`config.mk`:
```
export PLATFORM = sky130hd
export DESIGN_NAME = chop_bridge_ctrl
export DESIGN_NICKNAME = d
export VERILOG_FILES = /design/src/rtl/chop_pkg.sv /design/src/rtl/chop_thermal.sv /design/src/rtl/chop_timer.sv /design/src/rtl/chop_fsm.sv /design/src/rtl/chop_bridge_ctrl.sv
export SDC_FILE = /design/constraint.sdc
export NUM_CORES = 1
export LEC_CHECK = 0
export BUFFER_PORTS_ARGS = -buffer_cell sky130_fd_sc_hd__buf_2
export CAP_MARGIN = 20
export CORE_MARGIN = 1
export CORE_UTILIZATION = 38
export DETAILED_ROUTE_END_ITERATION = 12
export PLACE_DENSITY = 0.56
export RECOVER_POWER = 50
export SLEW_MARGIN = 10
export SYNTH_ARGS = -nofsm -noshare
export SYNTH_HDL_FRONTEND = slang
export SYNTH_SLANG_ARGS = --single-unit
```
`constraint.sdc`:
```
create_clock -name clk -period 4.16 [get_ports clk]
set_input_delay 0.832 -clock clk [delete_from_list [all_inputs] [get_ports clk]]
set_output_delay 0.832 -clock clk [all_outputs]
set_load 0.01 [all_outputs]
```
`src/rtl/chop_pkg.sv`:
```
`timescale 1ns/1ps
package chop_pkg;

    typedef enum logic [2:0] {
        ST_OFF,
        ST_DEAD,
        ST_BLANK,
        ST_ON,
        ST_DECAY
    } chop_state_e;

    typedef struct packed {
        logic hs_a;
        logic ls_a;
        logic hs_b;
        logic ls_b;
    } drv_t;

    localparam logic [1:0] LVL_FULL  = 2'b00;
    localparam logic [1:0] LVL_TWO3  = 2'b01;
    localparam logic [1:0] LVL_ONE3  = 2'b10;
    localparam logic [1:0] LVL_OFF   = 2'b11;

    localparam logic [1:0] THR_NONE  = 2'd0;
    localparam logic [1:0] THR_ONE3  = 2'd1;
    localparam logic [1:0] THR_TWO3  = 2'd2;
    localparam logic [1:0] THR_FULL  = 2'd3;

    localparam drv_t DRV_ALL_OFF = '{hs_a: 1'b0, ls_a: 1'b0, hs_b: 1'b0, ls_b: 1'b0};

    function automatic logic [1:0] thr_of(input logic [1:0] lvl);
        logic [1:0] code;
        unique case (lvl)
            LVL_FULL: code = THR_FULL;
            LVL_TWO3: code = THR_TWO3;
            LVL_ONE3: code = THR_ONE3;
            default:  code = THR_NONE;
        endcase
        return code;
    endfunction

    // Diagonal for a direction; keep_hs=0 yields the slow-decay pattern.
    function automatic drv_t diag_of(input logic dir, input logic keep_hs);
        drv_t d;
        d = DRV_ALL_OFF;
        if (dir) begin
            d.hs_a = keep_hs;
            d.ls_b = 1'b1;
        end else begin
            d.hs_b = keep_hs;
            d.ls_a = 1'b1;
        end
        return d;
    endfunction

endpackage

```
`src/rtl/chop_thermal.sv`:
```
`timescale 1ns/1ps
module chop_thermal #(
    parameter int TEMP_W    = 8,
    parameter int HOT_CODE  = 170,
    parameter int COOL_CODE = 145
) (
    input  logic              clk,
    input  logic              rst_n,
    input  logic [TEMP_W-1:0] temp_i,
    output logic              hot_o
);

    localparam logic [TEMP_W-1:0] HOT_V  = TEMP_W'(HOT_CODE);
    localparam logic [TEMP_W-1:0] COOL_V = TEMP_W'(COOL_CODE);

    logic hot_q;
    logic hot_n;

    always_comb begin
        if (hot_q) begin
            hot_n = (temp_i > COOL_V);
        end else begin
            hot_n = (temp_i >= HOT_V);
        end
    end

    always_ff @(posedge clk) begin
        if (!rst_n) begin
            hot_q <= 1'b0;
        end else begin
            hot_q <= hot_n;
        end
    end

    assign hot_o = hot_q;

endmodule

```
`src/rtl/chop_timer.sv`:
```
`timescale 1ns/1ps
module chop_timer #(
    parameter int CNT_W = 8
) (
    input  logic             clk,
    input  logic             rst_n,
    input  logic             load_i,
    input  logic [CNT_W-1:0] val_i,
    output logic             zero_o
);

    logic [CNT_W-1:0] cnt_q;

    always_ff @(posedge clk) begin
        if (!rst_n) begin
            cnt_q <= '0;
        end else if (load_i) begin
            cnt_q <= val_i;
        end else if (cnt_q != '0) begin
            cnt_q <= cnt_q - 1'b1;
        end
    end

    assign zero_o = (cnt_q == '0);

endmodule

```
`src/rtl/chop_fsm.sv`:
```
`timescale 1ns/1ps
module chop_fsm
    import chop_pkg::*;
#(
    parameter int CNT_W    = 8,
    parameter int DEAD_LD  = 3,
    parameter int BLANK_LD = 2,
    parameter int OFF_LD   = 5
) (
    input  logic             clk,
    input  logic             rst_n,
    input  logic             dir_i,
    input  logic [1:0]       lvl_i,
    input  logic             trip_i,
    input  logic             hot_i,
    input  logic             tmr_zero_i,
    output logic             tmr_load_o,
    output logic [CNT_W-1:0] tmr_val_o,
    output drv_t             drv_o,
    output logic [1:0]       thr_o
);

    localparam logic [CNT_W-1:0] DEAD_V  = CNT_W'(DEAD_LD);
    localparam logic [CNT_W-1:0] BLANK_V = CNT_W'(BLANK_LD);
    localparam logic [CNT_W-1:0] OFF_V   = CNT_W'(OFF_LD);

    chop_state_e state_q, state_n;
    logic        dir_q;
    logic        off_req;
    logic        dir_chg;
    drv_t        drv_q;
    logic [1:0]  thr_q;

    assign off_req = hot_i || (lvl_i == LVL_OFF);
    assign dir_chg = (dir_i != dir_q);

    // Next-state and timer-load decisions
    always_comb begin
        state_n    = state_q;
        tmr_load_o = 1'b0;
        tmr_val_o  = '0;
        if (off_req) begin
            state_n = ST_OFF;
        end else if (dir_chg && (state_q != ST_OFF)) begin
            state_n    = ST_DEAD;
            tmr_load_o = 1'b1;
            tmr_val_o  = DEAD_V;
        end else begin
            unique case (state_q)
                ST_OFF: begin
                    state_n    = ST_DEAD;
                    tmr_load_o = 1'b1;
                    tmr_val_o  = DEAD_V;
                end
                ST_DEAD: begin
                    if (tmr_zero_i) begin
                        state_n    = ST_BLANK;
                        tmr_load_o = 1'b1;
                        tmr_val_o  = BLANK_V;
                    end
                end
                ST_BLANK: begin
                    if (tmr_zero_i) begin
                        state_n = ST_ON;
                    end
                end
                ST_ON: begin
                    if (trip_i) begin
                        state_n    = ST_DECAY;
                        tmr_load_o = 1'b1;
                        tmr_val_o  = OFF_V;
                    end
                end
                ST_DECAY: begin
                    if (tmr_zero_i) begin
                        state_n    = ST_BLANK;
                        tmr_load_o = 1'b1;
                        tmr_val_o  = BLANK_V;
                    end
                end
                default: begin
                    state_n = ST_OFF;
                end
            endcase
        end
    end

    // State register
    always_ff @(posedge clk) begin
        if (!rst_n) begin
            state_q <= ST_OFF;
            dir_q   <= 1'b1;
        end else begin
            state_q <= state_n;
            dir_q   <= dir_i;
        end
    end

    // Registered outputs, decoded from the state being entered
    always_ff @(posedge clk) begin
        if (!rst_n) begin
            drv_q <= DRV_ALL_OFF;
            thr_q <= THR_NONE;
        end else begin
            unique case (state_n)
                ST_BLANK, ST_ON: drv_q <= diag_of(dir_i, 1'b1);
                ST_DECAY:        drv_q <= diag_of(dir_i, 1'b0);
                default:         drv_q <= DRV_ALL_OFF;
            endcase
            thr_q <= off_req ? THR_NONE : thr_of(lvl_i);
        end
    end

    assign drv_o = drv_q;
    assign thr_o = thr_q;

endmodule

```
`src/rtl/chop_bridge_ctrl.sv`:
```
`timescale 1ns/1ps
module chop_bridge_ctrl
    import chop_pkg::*;
#(
    parameter int OFF_CYC   = 2500,
    parameter int DEAD_CYC  = 250,
    parameter int BLANK_CYC = 125,
    parameter int TEMP_W    = 8,
    parameter int HOT_CODE  = 170,
    parameter int COOL_CODE = 145
) (
    input  logic              clk,
    input  logic              rst_n,
    input  logic              dir_i,
    input  logic [1:0]        lvl_i,
    input  logic              trip_i,
    input  logic [TEMP_W-1:0] temp_i,
    output logic              hs_a_o,
    output logic              ls_a_o,
    output logic              hs_b_o,
    output logic              ls_b_o,
    output logic [1:0]        thr_sel_o
);

    localparam int OFF_EFF   = (OFF_CYC   < 1) ? 1 : OFF_CYC;
    localparam int DEAD_EFF  = (DEAD_CYC  < 1) ? 1 : DEAD_CYC;
    localparam int BLANK_EFF = (BLANK_CYC < 1) ? 1 : BLANK_CYC;
    localparam int MAX_A     = (OFF_EFF > DEAD_EFF) ? OFF_EFF : DEAD_EFF;
    localparam int MAX_CYC   = (MAX_A > BLANK_EFF) ? MAX_A : BLANK_EFF;
    localparam int CNT_W     = (MAX_CYC > 1) ? $clog2(MAX_CYC) : 1;

    logic             hot;
    logic             tmr_load;
    logic [CNT_W-1:0] tmr_val;
    logic             tmr_zero;
    drv_t             drv;

    chop_thermal #(
        .TEMP_W   (TEMP_W),
        .HOT_CODE (HOT_CODE),
        .COOL_CODE(COOL_CODE)
    ) u_thermal (
        .clk   (clk),
        .rst_n (rst_n),
        .temp_i(temp_i),
        .hot_o (hot)
    );

    chop_timer #(
        .CNT_W(CNT_W)
    ) u_timer (
        .clk   (clk),
        .rst_n (rst_n),
        .load_i(tmr_load),
        .val_i (tmr_val),
        .zero_o(tmr_zero)
    );

    chop_fsm #(
        .CNT_W   (CNT_W),
        .DEAD_LD (DEAD_EFF - 1),
        .BLANK_LD(BLANK_EFF - 1),
        .OFF_LD  (OFF_EFF - 1)
    ) u_fsm (
        .clk       (clk),
        .rst_n     (rst_n),
        .dir_i     (dir_i),
        .lvl_i     (lvl_i),
        .trip_i    (trip_i),
        .hot_i     (hot),
        .tmr_zero_i(tmr_zero),
        .tmr_load_o(tmr_load),
        .tmr_val_o (tmr_val),
        .drv_o     (drv),
        .thr_o     (thr_sel_o)
    );

    assign hs_a_o = drv.hs_a;
    assign ls_a_o = drv.ls_a;
    assign hs_b_o = drv.hs_b;
    assign ls_b_o = drv.ls_b;

endmodule

```
# Word-level counts from Yosys, hierarchy flattened

Index checks and enable logic that the tools add are counted.

Output and inout bits: 6
Word-level logic and storage cells: 59
Bits in registers: 23

Muxes and demuxes: 24
Bitwise gates (word level): 1
Magnitude comparators: 2
Equal/unequal tests: 11
Reduce and logical (&&, ||, !) cells: 11
$add $sub $neg: 1

Operators by type and width:

| cell                                                 | count |
|---|---|
| 2-to-1 mux 12 bit                                    | 5 |
| one-hot mux 12 bit (3 select lines)                  | 1 |
| 2-to-1 mux 3 bit                                     | 5 |
| equality test 3 x 2 -> 1 bit (second input constant) | 4 |
| zero test 12 bit                                     | 1 |
| one-hot mux 3 bit (4 select lines)                   | 1 |
| nonzero test 12 bit                                  | 1 |
| subtractor 12 x 1 -> 12 bit (second input constant)  | 1 |
| >= comparator 8 bit (second input constant)          | 1 |
| > comparator 8 bit (second input constant)           | 1 |
| one-hot mux 4 bit (2 select lines)                   | 1 |
| 2-to-1 mux 7 bit                                     | 1 |
| equality test 3 bit (second input constant)          | 2 |
| 2-to-1 mux 1 bit                                     | 6 |
| one-hot mux 2 bit (3 select lines)                   | 1 |
| OR reduction 2 bit                                   | 3 |
| equality test 2 bit (second input constant)          | 2 |
| 2-to-1 mux 2 bit                                     | 2 |
| equality test 3 x 1 -> 1 bit (second input constant) | 1 |
| zero test 3 bit                                      | 1 |
| one-hot mux 1 bit (3 select lines)                   | 1 |
| nonzero test 3 bit                                   | 1 |
| equality test 2 x 1 -> 1 bit (second input constant) | 1 |
| zero test 2 bit                                      | 1 |
| 5 further kinds                                      | 5 |

# Depth between registers and ports, before layout

Word-level depth: 8
Mapped depth: 6

# Hierarchy

A second synthesis with hierarchy kept.

Cell total of the unflattened synthesis: 170
Area, all modules: 1327.5 µm²

Modules (own cells, without submodules):

| module       | sequential area each (µm²) | times used | area each (µm²) | cells each |
|---|---|---|---|---|
| chop_timer   | 240.2                      | 1          | 703.2           | 90 |
| chop_fsm     | 200.2                      | 1          | 564.3           | 72 |
| chop_thermal | 20.0                       | 1          | 60.1            | 8 |

# Worst setup path after synthesis

OpenSTA, ideal clock, no wires.

Kind: input to register
Start: input dir_i
End: register u_timer.cnt_q[2]
Path slack: 2082 ps
Library setup time: 69 ps
Stages on the path: 4
Data arrival time: 2009 ps
Cell sequence: xnor2_1 o211ai_1 or4_1 o21ai_1

Longest elaborated chain between the ends: 5

Ends and longest elaborated chain:

| element                                                 | line                   | text |
|---|---|---|
| start, declared                                         | chop_bridge_ctrl.sv:14 | `input logic dir_i,` |
| != test 1 bit *                                         | chop_fsm.sv:35         | `assign dir_chg = (dir_i != dir_q);` |
| logical AND 1 bit *                                     | chop_fsm.sv:44         | `end else if (dir_chg && (state_q != ST_OFF)) begin` |
| 2-to-1 mux 12 bit or 2-to-1 mux 1 bit (tied branches)   | chop_fsm.sv:44         |  |
| 2-to-1 mux 12 bit or 2-to-1 mux 1 bit (tied branches)   | chop_fsm.sv:42         | `if (off_req) begin` |
| 2-to-1 mux 12 bit or nonzero test 2 bit (tied branches) | -                      |  |
| end signal, assigned                                    | chop_timer.sv:18       | `cnt_q <= val_i;` |
| end signal, assigned                                    | chop_timer.sv:20       | `cnt_q <= cnt_q - 1'b1;` |
| end, declared                                           | chop_timer.sv:12       | `logic [CNT_W-1:0] cnt_q;` |

Mark *: on every way between the ends. The rest lies on a longest branch, timed or not.
A chain may end at the register's enable or synchronous reset.

# Final worst setup path

Start: register u_timer.cnt_q[0]
End: register u_timer.cnt_q[2]

Longest elaborated chain between the ends: 6

Ends and longest elaborated chain:

| element |
|---|
| branches (longest 6 deep; another with subtractor 12 x 1 -> 12 bit) |

Parallel ways; which one is timed is not known. The select of a mux whose other input is x is not followed.

==> PnR_summary.wiki <==
{| class="wikitable"
! Metric !! Value
|-
| Status || completed
|-
| Count of fill cells added during filler insertion || approximately 330
|-
| Type of the worst setup path || reg -> reg
|-
| GPL Wtd Cong || 0.763
|-
| Count of synthesis-stage warnings from yosys || 0
|-
| Top-level port count || 20
|-
| Total CTS buffers || 3
|-
| Sequential cell fraction of total power || 53.6%
|-
| DRC || 0
|-
| Quantity of hold-fixing buffers added after cts || 0
|-
| Max Fanout on Critical Path || 7
|-
| Tightest Pin Transition || 1.03 ns
|-
| Starting utilization of the core area || approximately two fifths
|-
| Cell taking the most area after synthesis || dfxtp_1
|-
| Worst hold path class || reg -> reg
|-
| Leading cell types by count after synthesis || dfxtp_1 (23), nor2_1 (10), nand2_1 (8)
|-
| Predominant post-synthesis flop cell || dfxtp_1
|-
| Power density over cell area || approximately 360 mW/mm^2
|-
| Global-route wire length before repair || 4.28 mm
|-
| Final Routed Wirelength || 2.64 mm
|-
| Combined area of all synthesized cells || 0.00120 sq mm
|-
| Antenna diodes || 0
|-
| Final slew viol count || 0
|-
| Arrival time at the worst endpoint || 2.96 ns
|-
| Switching power summed over all nets || about 0.00016 W
|-
| Mean post-synth cell area || roughly 9.4 sq um
|-
| Number of antenna violations at the first check in global routing || 0
|-
| Capture instance of the worst register-to-register path || u_timer.cnt_q[2]
|-
| Number of buffers added on ports || 18
|-
| Startpoint of the lowest-slack register-to-register path || u_timer.cnt_q[0]
|-
| Post-route standard cell area excluding fillers || approximately 0.0013 sq mm
|-
| Top area cells in the synthesized netlist || dfxtp_1 (38%), xnor2_1 (4.4%), nor4_4 (3.5%)
|-
| CTS tree || done
|-
| Tot GR Track Use || between 10% and 20%
|-
| Timing-limited maximum frequency || approximately 0.37 GHz
|-
| Layout Area Growth over Synthesis || 11.1%
|-
| DRT Pass-1 Iters || 4
|-
| Final number of setup-violating endpoints || 0
|-
| Most used standard cell by instance count after synthesis || dfxtp_1
|-
| Vertical die dimension || a little under 60 um
|-
| Routed via count divided by cell count || roughly 5.5
|-
| Clk pin slew, worst setup/hold paths || between 0.1 and 0.15 ns
|-
| Sequential area share after synthesis || approximately two fifths
|-
| Routed length per instance || around 14 um
|-
| Clock Power Share || a little over a fifth
|-
| Die width || 58.2 um
|-
| Final critical delay including setup and external delays || between 2 and 3 ns
|-
| Vias after detailed routing || ~1100
|-
| Fraction of post-synthesis cell area in the top cell type by area || around two fifths
|-
| Synthesis-stage register bit count || 23
|-
| Max Root-Sink Buffers || 2
|-
| Slew HR || between 30% and 40%
|-
| Switching Share || 32.3%
|-
| DP Cell Count || around 190
|-
| Area post-placement || between 0.001 and 0.0015 sq mm
|-
| Post-CTS Resized || 0
|-
| Number of DRC violations after detailed-routing iteration 0 || a little over 60
|-
| Synth async-reset ratio || 0%
|-
| Standard cell core area || about 0.0030 sq mm
|-
| Number of cells on the worst hold path || 2
|-
| Layout cells sized above 1 || around 15%
|-
| Leakage power of the design || slightly above 0.5 nW
|-
| Maximum vdd drop || between 0.0001 and 0.00015 V
|-
| Endpoint type of the worst setup path || register
|-
| Hold slack || 0.586 ns
|-
| Terminating pin of the worst hold path || u_timer.cnt_q[0]
|-
| Synthesized instance count || ~130
|-
| Combinational group share of total power || between 20% and 30%
|-
| Setup TNS Final || 0 ns
|-
| Via count of the first global-routing pass || between 900 and 1000
|-
| Post-detailed-route count of antenna-violating nets || 0
|-
| Sinks on Clock Net || 23
|-
| Crit path required time || approximately 4.4 ns
|-
| Cell variety after synth || 46
|-
| FF-to-FF setup slack || 1.45 ns
|-
| Internal Dissipation || roughly 0.00033 W
|-
| Net Count, Synth || 143
|-
| Max-cap violation count || 0
|-
| Clock latency of the later-clocked register in the worst-skew pair || around 0.31 ns
|-
| Number of rows in the core area || 20
|-
| Hold Vio Cnt, Final || 0
|-
| Worst Hold Launch || u_timer.cnt_q[0]
|-
| Area of the die || about 0.0034 sq mm
|-
| Worst clock skew on the final layout || between 0.004 and 0.005 ns
|-
| Clock tree root driver cell || clkbuf_4
|-
| Largest net degree at the start of global routing || 17
|-
| Number of non-filler instances in the completed layout || between 150 and 200
|-
| HPWL after DPL || ~2 mm
|-
| Number of flops mapped to enable cells by yosys || 0
|-
| Final nets || around 160
|-
| Setup repair after global routing missed its margin || false
|-
| Worst setup SP type || register
|-
| Leftover overflow at the end of global routing || 0
|-
| Number of cells on the worst reg-to-reg path || 6
|-
| Power consumption || between 0.0004 and 0.0005 W
|-
| Number of setup buffers added after CTS || 0
|-
| Share of the clock period used by the worst path || 65.0%
|-
| CTS HTree Levels || 1
|}
## layout by cell type, fill, tap and decap left out, types with 2 or more instances in the layout
cell type and n:
o21a_1 3, or4_4 2, nor3_1 3, a21oi_1 7, xor2_1 3, and3_1 5
a2111oi_1 2, a211oi_1 2, o22ai_1 2, nand3_1 3, o21ai_0 4, clkbuf_4 3
dfxtp_1 23, nor4_4 2, o22a_1 2, nand2_1 8, mux2i_1 2, buf_2 11
inv_1 5, nor2_1 10, clkbuf_1 7, a31oi_1 3, nand4b_1 4, xnor2_1 6
## routing by layer
layer / up-vias / GRT usage [%] / part of all wire (%)
met1: 504 / 21.5 / 45
li1: 524 / - / -
met3: 4 / 2.01 / 3.0
met4: 0 / 7.14 / 1.3
met2: 18 / 28.6 / 51
met5: - / 0 / 0
## cell type report
type,instances,area [sq um],share of cell area (%)
clock buffer,3,22.5,1.69
clock inverter,1,5.00,0.376
inverter,5,18.8,1.41
multi-input combinational,96,689,51.7
sequential,23,460,34.6
tap,44,55.1,4.13
timing repair buffer,18,81.3,6.10
## through the flow
| step | util [%] | setup WS (ns) |
|---|---|---|
| global placement | 43.9 | 1.70 |
| CTS | 44.8 | 1.97 |
| global route | 44.0 | 1.23 |
| detailed placement | 43.9 | 1.63 |
| floorplan | - | 2.08 |
| finish | 44.0 | 1.45 |
## state kept, by name, indices dropped and copies added, names as in the netlist
name and cells:
u_thermal.hot_o 1, u_timer.cnt_q 12, u_fsm.drv_o 4, u_fsm.state_q 3, u_fsm.dir_q 1, u_fsm.thr_o 2
## worst max-delay path: stages (launching register included)
cell and delay (ns):
dfxtp_1 0.37, inv_1 0.10, ha_1 0.21, nor3b_1 0.85, nand3_1 0.46, or4_1 0.58
o21ai_1 0.09
## logic make-up (layout without fill, tap and decap cells)
group                      count (synthesis)  after routing  share of synthesized area [%]
xor gates and xnor gates                   9              9                           6.57
buffers and inverters                      9             27                           2.82
adders and majority gates                  1              1                           1.04
AOI/OAI and AO/OA                         37             37                           23.4
muxes                                      2              2                           1.67
and+or+nand+nor                           47             47                           26.2
DFF                                       23             23                           38.4
## worst max-delay path by stage
stage,slack (ns),startpoint,to
global placement,1.70,dir_i,u_timer.cnt_q[2]
detailed placement,1.63,dir_i,u_timer.cnt_q[2]
finish,1.45,u_timer.cnt_q[0],u_timer.cnt_q[2]
global route,1.23,u_timer.cnt_q[0],u_timer.cnt_q[2]
CTS,1.97,dir_i,u_timer.cnt_q[2]
floorplan,2.08,dir_i,u_timer.cnt_q[2]
## power groups by stage
stage,Clock [W],Combinational [W],Sequential (W)
after floorplan,0,0.0000953,0.000258
after global placement,0,0.000120,0.000263
after detailed placement,0,0.000121,0.000263
after CTS,0.000112,0.000122,0.000258
after global routing,0.000119,0.000132,0.000260
final,0.000105,0.000118,0.000257
Note: power is estimated with default switching activity, not from simulation.
